===== src/rtl/pt_xlate_pkg.sv =====
package pt_xlate_pkg;

  typedef enum logic [2:0] {
    ST_IDLE,
    ST_FETCH,
    ST_WAIT,
    ST_DONE,
    ST_FAULT
  } xlState_e;

  // strobes from control to datapath
  typedef struct packed {
    logic acceptReq;  // capture virtual address
    logic loadBase;   // capture new table base
    logic issueRd;    // entry read in flight this cycle
    logic latchPte;   // capture returned frame number
    logic respond;    // response cycle
    logic fault;      // response is a fault
  } xlCtrl_t;

endpackage


===== src/rtl/pt_xlate_ctrl.sv =====
module pt_xlate_ctrl
  import pt_xlate_pkg::*;
(
  input  logic    clk,
  input  logic    rst_n,
  input  logic    reqValid,
  input  logic    baseWe,
  input  logic    memRdValid,
  input  logic    pteValid,
  output xlCtrl_t ctrl,
  output logic    reqReady,
  output logic    memRdReq,
  output logic    rspValid,
  output logic    rspFault
);

  xlState_e stateQ, stateD;

  always_ff @(posedge clk or negedge rst_n) begin
    if (!rst_n) stateQ <= ST_IDLE;
    else        stateQ <= stateD;
  end

  always_comb begin
    stateD = stateQ;
    unique case (stateQ)
      ST_IDLE:  if (reqValid) stateD = ST_FETCH;
      ST_FETCH: stateD = ST_WAIT;
      ST_WAIT:  if (memRdValid) stateD = pteValid ? ST_DONE : ST_FAULT;
      ST_DONE:  stateD = ST_IDLE;
      ST_FAULT: stateD = ST_IDLE;
      default:  stateD = ST_IDLE;
    endcase
  end

  logic isIdle;
  assign isIdle = (stateQ == ST_IDLE);

  always_comb begin
    ctrl.acceptReq = isIdle && reqValid;
    ctrl.loadBase  = isIdle && baseWe;
    ctrl.issueRd   = (stateQ == ST_FETCH);
    ctrl.latchPte  = (stateQ == ST_WAIT) && memRdValid;
    ctrl.respond   = (stateQ == ST_DONE) || (stateQ == ST_FAULT);
    ctrl.fault     = (stateQ == ST_FAULT);
  end

  assign reqReady = isIdle;
  assign memRdReq = ctrl.issueRd;
  assign rspValid = ctrl.respond;
  assign rspFault = ctrl.fault;

endmodule


===== src/rtl/pt_xlate_dp.sv =====
module pt_xlate_dp
  import pt_xlate_pkg::*;
#(
  parameter int VA_W      = 32,
  parameter int PA_W      = 28,
  parameter int OFF_W     = 12,
  parameter int PTE_LOG2  = 2,
  parameter int VALID_BIT = 31,
  localparam int PTE_W    = 8 << PTE_LOG2,
  localparam int VPN_W    = VA_W - OFF_W,
  localparam int PFN_W    = PA_W - OFF_W
) (
  input  logic             clk,
  input  logic             rst_n,
  input  xlCtrl_t          ctrl,
  input  logic [VA_W-1:0]  reqVaddr,
  input  logic [VA_W-1:0]  baseData,
  input  logic [PTE_W-1:0] memRdData,
  output logic [VA_W-1:0]  memRdAddr,
  output logic             pteValid,
  output logic [PA_W-1:0]  rspPaddr
);

  logic [VA_W-1:0]  baseQ;
  logic [VA_W-1:0]  vaddrQ;
  logic [PFN_W-1:0] pfnQ;

  always_ff @(posedge clk or negedge rst_n) begin
    if (!rst_n)             baseQ <= '0;
    else if (ctrl.loadBase) baseQ <= baseData;
  end

  always_ff @(posedge clk or negedge rst_n) begin
    if (!rst_n)              vaddrQ <= '0;
    else if (ctrl.acceptReq) vaddrQ <= reqVaddr;
  end

  always_ff @(posedge clk or negedge rst_n) begin
    if (!rst_n)             pfnQ <= '0;
    else if (ctrl.latchPte) pfnQ <= memRdData[PFN_W-1:0];
  end

  // entry byte address: base plus scaled page number
  logic [VPN_W-1:0] vpn;
  logic [VA_W-1:0]  vpnScaled;
  assign vpn       = vaddrQ[VA_W-1:OFF_W];
  assign vpnScaled = {{OFF_W{1'b0}}, vpn} << PTE_LOG2;
  assign memRdAddr = ctrl.issueRd ? (baseQ + vpnScaled) : '0;

  assign pteValid = memRdData[VALID_BIT];

  logic unusedPteBits;
  assign unusedPteBits = ^memRdData[VALID_BIT-1:PFN_W];

  assign rspPaddr = (ctrl.respond && !ctrl.fault) ? {pfnQ, vaddrQ[OFF_W-1:0]} : '0;

endmodule


===== src/rtl/pt_xlate.sv =====
module pt_xlate
  import pt_xlate_pkg::*;
#(
  parameter int VA_W      = 32,
  parameter int PA_W      = 28,
  parameter int OFF_W     = 12,
  parameter int PTE_LOG2  = 2,
  parameter int VALID_BIT = 31,
  localparam int PTE_W    = 8 << PTE_LOG2
) (
  input  logic             clk,
  input  logic             rst_n,
  input  logic             baseWe,
  input  logic [VA_W-1:0]  baseData,
  input  logic             reqValid,
  output logic             reqReady,
  input  logic [VA_W-1:0]  reqVaddr,
  output logic             rspValid,
  output logic             rspFault,
  output logic [PA_W-1:0]  rspPaddr,
  output logic             memRdReq,
  output logic [VA_W-1:0]  memRdAddr,
  input  logic             memRdValid,
  input  logic [PTE_W-1:0] memRdData
);

  xlCtrl_t ctrl;
  logic    pteValid;

  pt_xlate_ctrl u_ctrl (
    .clk       (clk),
    .rst_n     (rst_n),
    .reqValid  (reqValid),
    .baseWe    (baseWe),
    .memRdValid(memRdValid),
    .pteValid  (pteValid),
    .ctrl      (ctrl),
    .reqReady  (reqReady),
    .memRdReq  (memRdReq),
    .rspValid  (rspValid),
    .rspFault  (rspFault)
  );

  pt_xlate_dp #(
    .VA_W     (VA_W),
    .PA_W     (PA_W),
    .OFF_W    (OFF_W),
    .PTE_LOG2 (PTE_LOG2),
    .VALID_BIT(VALID_BIT)
  ) u_dp (
    .clk      (clk),
    .rst_n    (rst_n),
    .ctrl     (ctrl),
    .reqVaddr (reqVaddr),
    .baseData (baseData),
    .memRdData(memRdData),
    .memRdAddr(memRdAddr),
    .pteValid (pteValid),
    .rspPaddr (rspPaddr)
  );

endmodule


===== config.mk =====
export PLATFORM = sky130hd
export DESIGN_NAME = pt_xlate
export DESIGN_NICKNAME = d
export VERILOG_FILES = /design/src/rtl/pt_xlate_pkg.sv /design/src/rtl/pt_xlate_ctrl.sv /design/src/rtl/pt_xlate_dp.sv /design/src/rtl/pt_xlate.sv
export SDC_FILE = /design/constraint.sdc
export NUM_CORES = 1
export LEC_CHECK = 0
export BUFFER_PORTS_ARGS = -buffer_cell sky130_fd_sc_hd__buf_4
export CELL_PAD_IN_SITES_DETAIL_PLACEMENT = 1
export CELL_PAD_IN_SITES_GLOBAL_PLACEMENT = 1
export CORE_UTILIZATION = 35
export CTS_CLUSTER_SIZE = 25
export DETAILED_ROUTE_END_ITERATION = 8
export PLACE_DENSITY_LB_ADDON = 0.1
export SETUP_SLACK_MARGIN = 0.5
export SKIP_CTS_REPAIR_TIMING = 1
export SLEW_MARGIN = 20
export SYNTH_ARGS = -nofsm -noshare
export SYNTH_HDL_FRONTEND = slang
export SYNTH_SLANG_ARGS = --single-unit
export TNS_END_PERCENT = 10

===== constraint.sdc =====
create_clock -name clk -period 7.5 [get_ports clk]
set_input_delay 1.125 -clock clk [delete_from_list [all_inputs] [get_ports clk]]
set_output_delay 1.125 -clock clk [all_outputs]
set_load 0.02 [all_outputs]

# Yosys cells after proc, flatten, opt, wreduce, memory -nomap -nowiden
# Index checks and enable logic that the tools add are counted.
[word_totals] ff_bits=83 output_inout_bits=64
[op_classes] reduce_logical=8 mux=6 addsub=1 n_eq_ne=6
[op_table] operator="$add A32 B22 Y32" count=1
[op_table] operator="$mux W32" count=1
[op_table] operator="$mux W28" count=1
[op_table] operator="$mux W3" count=3
[op_table] operator="$pmux W3 S3" count=1
[op_table] operator="$eq A3 B2 Y1 const B" count=2
[op_table] operator="$logic_and A1 B1 Y1" count=4
[op_table] operator="$ne A2 B2 Y1 const B" count=2
[op_table] operator="$eq A3 B1 Y1 const B" count=1
[op_table] operator="$eq A3 B3 Y1 const B" count=1
[op_table] operator="$logic_not A3 Y1" count=1
[op_table] operator="$reduce_and A2 Y1" count=1
[op_table] operator="$logic_not A1 Y1" count=1
[op_table] operator="$logic_or A1 B1 Y1" count=1

# Longest topological paths before layout
[depth] depth_word=4 depth_mapped=9 ltp_nobuf=9

# Modules after synthesis
# From an unflattened synthesis, not the netlist that was laid out.
[hier_totals] cells_unflattened=477 hier_area_um2=5054.8
[by_module_without_submodules] module="pt_xlate_dp" area_each_um2=4803.4 seq_area_each_um2=2001.9 instances=1 cells_each=451
[by_module_without_submodules] module="pt_xlate_ctrl" area_each_um2=251.5 seq_area_each_um2=75.1 instances=1 cells_each=26

# Worst setup path after synthesis
# No wires, ideal clock.
[synth_path] kind="reg-to-output" from="register u_dp.vaddrQ[12]" to="output port memRdAddr[30]" arrival_ps=2297 n_path_buf=0 t_required_ps=6375 slack_ps=4078 path_stages_with_launch=10 cell_sequence="dfrtp_1 -> ha_1 -> inv_1 -> fa_1 -> nand2b_1 -> a21oi_2 -> o211ai_2 -> and3_1 -> or3_1 -> a21oi_1"
[synth_via] elab_chain_len=2
[synth_rtl] item="start: declaration" line_no="pt_xlate_dp.sv:25" source="logic [VA_W-1:0] vaddrQ;"
[synth_rtl] item="start signal: assignment" line_no="pt_xlate_dp.sv:35" source="else if (ctrl.acceptReq) vaddrQ <= reqVaddr;"
[synth_rtl] item="$add A32 B22 Y32" line_no="pt_xlate_dp.sv:48" source="assign memRdAddr = ctrl.issueRd ? (baseQ + vpnScaled) : '0;"
[synth_rtl] item="$mux W32" line_no="pt_xlate_dp.sv:48"
[synth_rtl] item="end: declaration" line_no="pt_xlate.sv:22" source="output logic [VA_W-1:0] memRdAddr,"
# Every way passes these cells.

# Final worst setup path
# Ends and elaborated chain as after synthesis.

==> results.tsv <==
metric	value	unit
DR vias	4109	
die width	121.1	um
CP Cell Sequence	ha_1, inv_1, fa_1, nand2b_1, a21oi_2, o211ai_2, and3_1, or3_1, a21oi_1, buf_4	
post-synthesis sequential area ratio	0.4181	
proportion of layout cells with a drive suffix above 1	0.4253	
GR Util met2	0.3289	
global routing usage on met1	0.2401	
die height	121.1	um
met3 Resource Use GR	0.06156	
arrival time of the worst setup path	2.91	ns
Post-synth EDFFs	0	
Tcrit/Tclk final	0.5386	
Setup crit end	memRdAddr[30]	
WL final	13550	um
Req. time, crit path	6.38	ns
Setup TNS	0	ns
FP Rows	43	
RSZ-0062 raised after global routing	false	
r2r startpoint	u_ctrl.stateQ[0]	
Final ANT Viol Nets	0	
clk slew on worst S/H paths	0.07	ns
worst-path maximum fanout	5	
die area	14670	um^2
dpl cells	780	
outcome	finished clean	
CTS tree	done	
Final WS setup	3.460	ns
Yosys reg bits	83	
post-synth top area cell	dfrtp_1	
root buffer selected by CTS	clkbuf_16	
startpoint types	flip-flop	
hpwl dp	10160	um
first-pass GRT wire length	22560	um
Largest stage delay, worst path	0.40	ns
port bufs	149	
Worst setup EP type	output port	
Routability Congestion	0.7788	
starting density of the core	0.3579	
gr ovfl total	0	
Hold Crit Class	reg2reg	
number of max-cap violations	0	
FF-to-FF path depth	4	
f_max	0.2475	GHz
antenna violations before repair	0	
core box area	13880	um^2
synth warn	0	
FF-to-FF setup slack	5.09	ns
Slowest-stage cell, CP	fa_1	
kind of critical path	reg2out	
DRC Markers	0	
cell area power density	487.1	nW/um^2
Worst VDD drop	0.1295	mV
post-route insts no fill	796	
min cycle time layout	4.040	ns
# IOs	165	
DR vias/cell	5.162	
Clock Latency Late Sink	0.35	ns
final hold vios	0	
Tot Pwr	3.191	mW
Setup Skew	0.004413	ns
leading post-synthesis cells by cell area	dfrtp_1 42%, mux2_2 17%, ha_1 5.0%	
count leader, synth	dfrtp_1	
routed wire length per instance	17.02	um
initial DRC count	202	
total track usage	0.2002	
Synth Net Count	594	
pre-CTS setup slack	3.828	ns
FF-to-FF End	u_dp.vaddrQ[27]	
Max H-tree Level	3	
Final nets	733	
CTS sink cnt	83	
Synth top cells by count	83 x dfrtp_1, 75 x mux2_2, 34 x and2_1, 24 x nor2_1, 22 x a21oi_1	
asr flop ratio synth	1.000	
first-pass iteration count of the detailed router	4	
area grow syn2layout	31.86	%
Max-slew headroom	0.4773	
Num CTS Buffers	9	
hold slack	0.4986	ns
busiest grt layer	met2	
Cell variety after synth	61	
Syn Inst Count	472	
Top FF cell, synth	dfrtp_1	
synthesized area	4967	um^2
pin count of the biggest net entering global routing	56	
Setup crit start	u_dp.vaddrQ[12]	
Leakage	2.975	nW
clk buf depth	2	
Antenna Cells	0	
Worst-Margin Slew	0.7789	ns
number of global-route vias before repair	4417	
Avg Cell Area, Syn	10.52	um^2
final setup fails	0	
max-slew violations	0	
Synth top area share	0.4181	
[critical path: cells and delay by family (launching register included)]
kind                       cells  cell delay, ns
adders and majority gates      2            0.58
buffers and inverters          2            0.23
DFF                            1            0.36
and+or+nand+nor                3            0.76
AOI/OAI and AO/OA              3            0.63
[sequential cells by signal, summed over array words and instances (netlist names)]
signal and count:
u_dp.pfnQ 16, u_dp.vaddrQ 32, u_ctrl.stateQ 3, u_dp.baseQ 32
[worst min path at each step]
| stage | start | end | slack (ns) | depth (start not counted) |
|---|---|---|---|---|
| floorplan | u_dp.vaddrQ[10] | u_dp.vaddrQ[10] | 0.47 | 1 |
| global placement | u_dp.vaddrQ[2] | u_dp.vaddrQ[2] | 0.48 | 1 |
| detailed placement | u_dp.pfnQ[4] | u_dp.pfnQ[4] | 0.49 | 1 |
| CTS | u_dp.pfnQ[4] | u_dp.pfnQ[4] | 0.50 | 1 |
| global route | u_dp.pfnQ[5] | u_dp.pfnQ[5] | 0.52 | 1 |
| finish | u_dp.pfnQ[4] | u_dp.pfnQ[4] | 0.50 | 1 |
[metrics by stage]
stage               utilization  area (um^2)
floorplan                     -         4967
global placement         0.4474         6210
detailed placement       0.4478         6216
CTS                      0.4719         6550
global route             0.4719         6550
finish                   0.4719         6550
[cells by family (layout without fill, tap and decap cells)]
family	after synthesis	count (layout)	share of synthesized area
AND/OR/NAND/NOR	160	160	0.1829
flip-flops	83	83	0.4181
AO/OA/AOI/OAI	82	82	0.1141
multiplexers	76	76	0.1720
buffers and inverters	37	181	0.03552
adder cells (fa/ha/maj)	21	21	0.05441
XOR/XNOR	13	13	0.02292
[per-layer routing]
metal,up-vias,share of wire
met2,115,0.48
met3,19,0.077
met5,-,0
met4,0,0.021
met1,1992,0.42
li1,1983,-
[final cells by class]
class,instances,area (um^2)
Inverter,12,45.04
Fill cell,1562,7331
Sequential cell,83,2077
Multi-Input combinational cell,352,2720
Tap cell,180,225.2
Clock buffer,10,239.0
Clock inverter,6,95.09
Timing Repair Buffer,153,1149
[where the power goes]
part	internal (mW)	switching, mW	total, mW
combinational	0.818	1.05	1.87
sequential	0.675	0.149	0.824
clock	0.304	0.194	0.498
[placed cells by master, fill, tap and decap left out, types with 3 or more instances in the layout]
master     count
and2_1        34
a31oi_1        8
nor3_2         3
xnor2_1        7
or4_1          4
nor2_1        24
dfrtp_1       83
inv_1         11
a21oi_1       22
mux2_2        75
nand4_1        5
xor2_1         6
and3_1         4
nand3_1       18
clkbuf_16      9
nor3_1        15
nand2_1       21
o211ai_1       3
buf_4        153
o21ai_0       13
ha_1          20
o21a_1         7
nor4_1         4
nand2b_1       6
a21o_1        10
nor2b_1        3
Note: power is estimated with default switching activity, not from simulation.
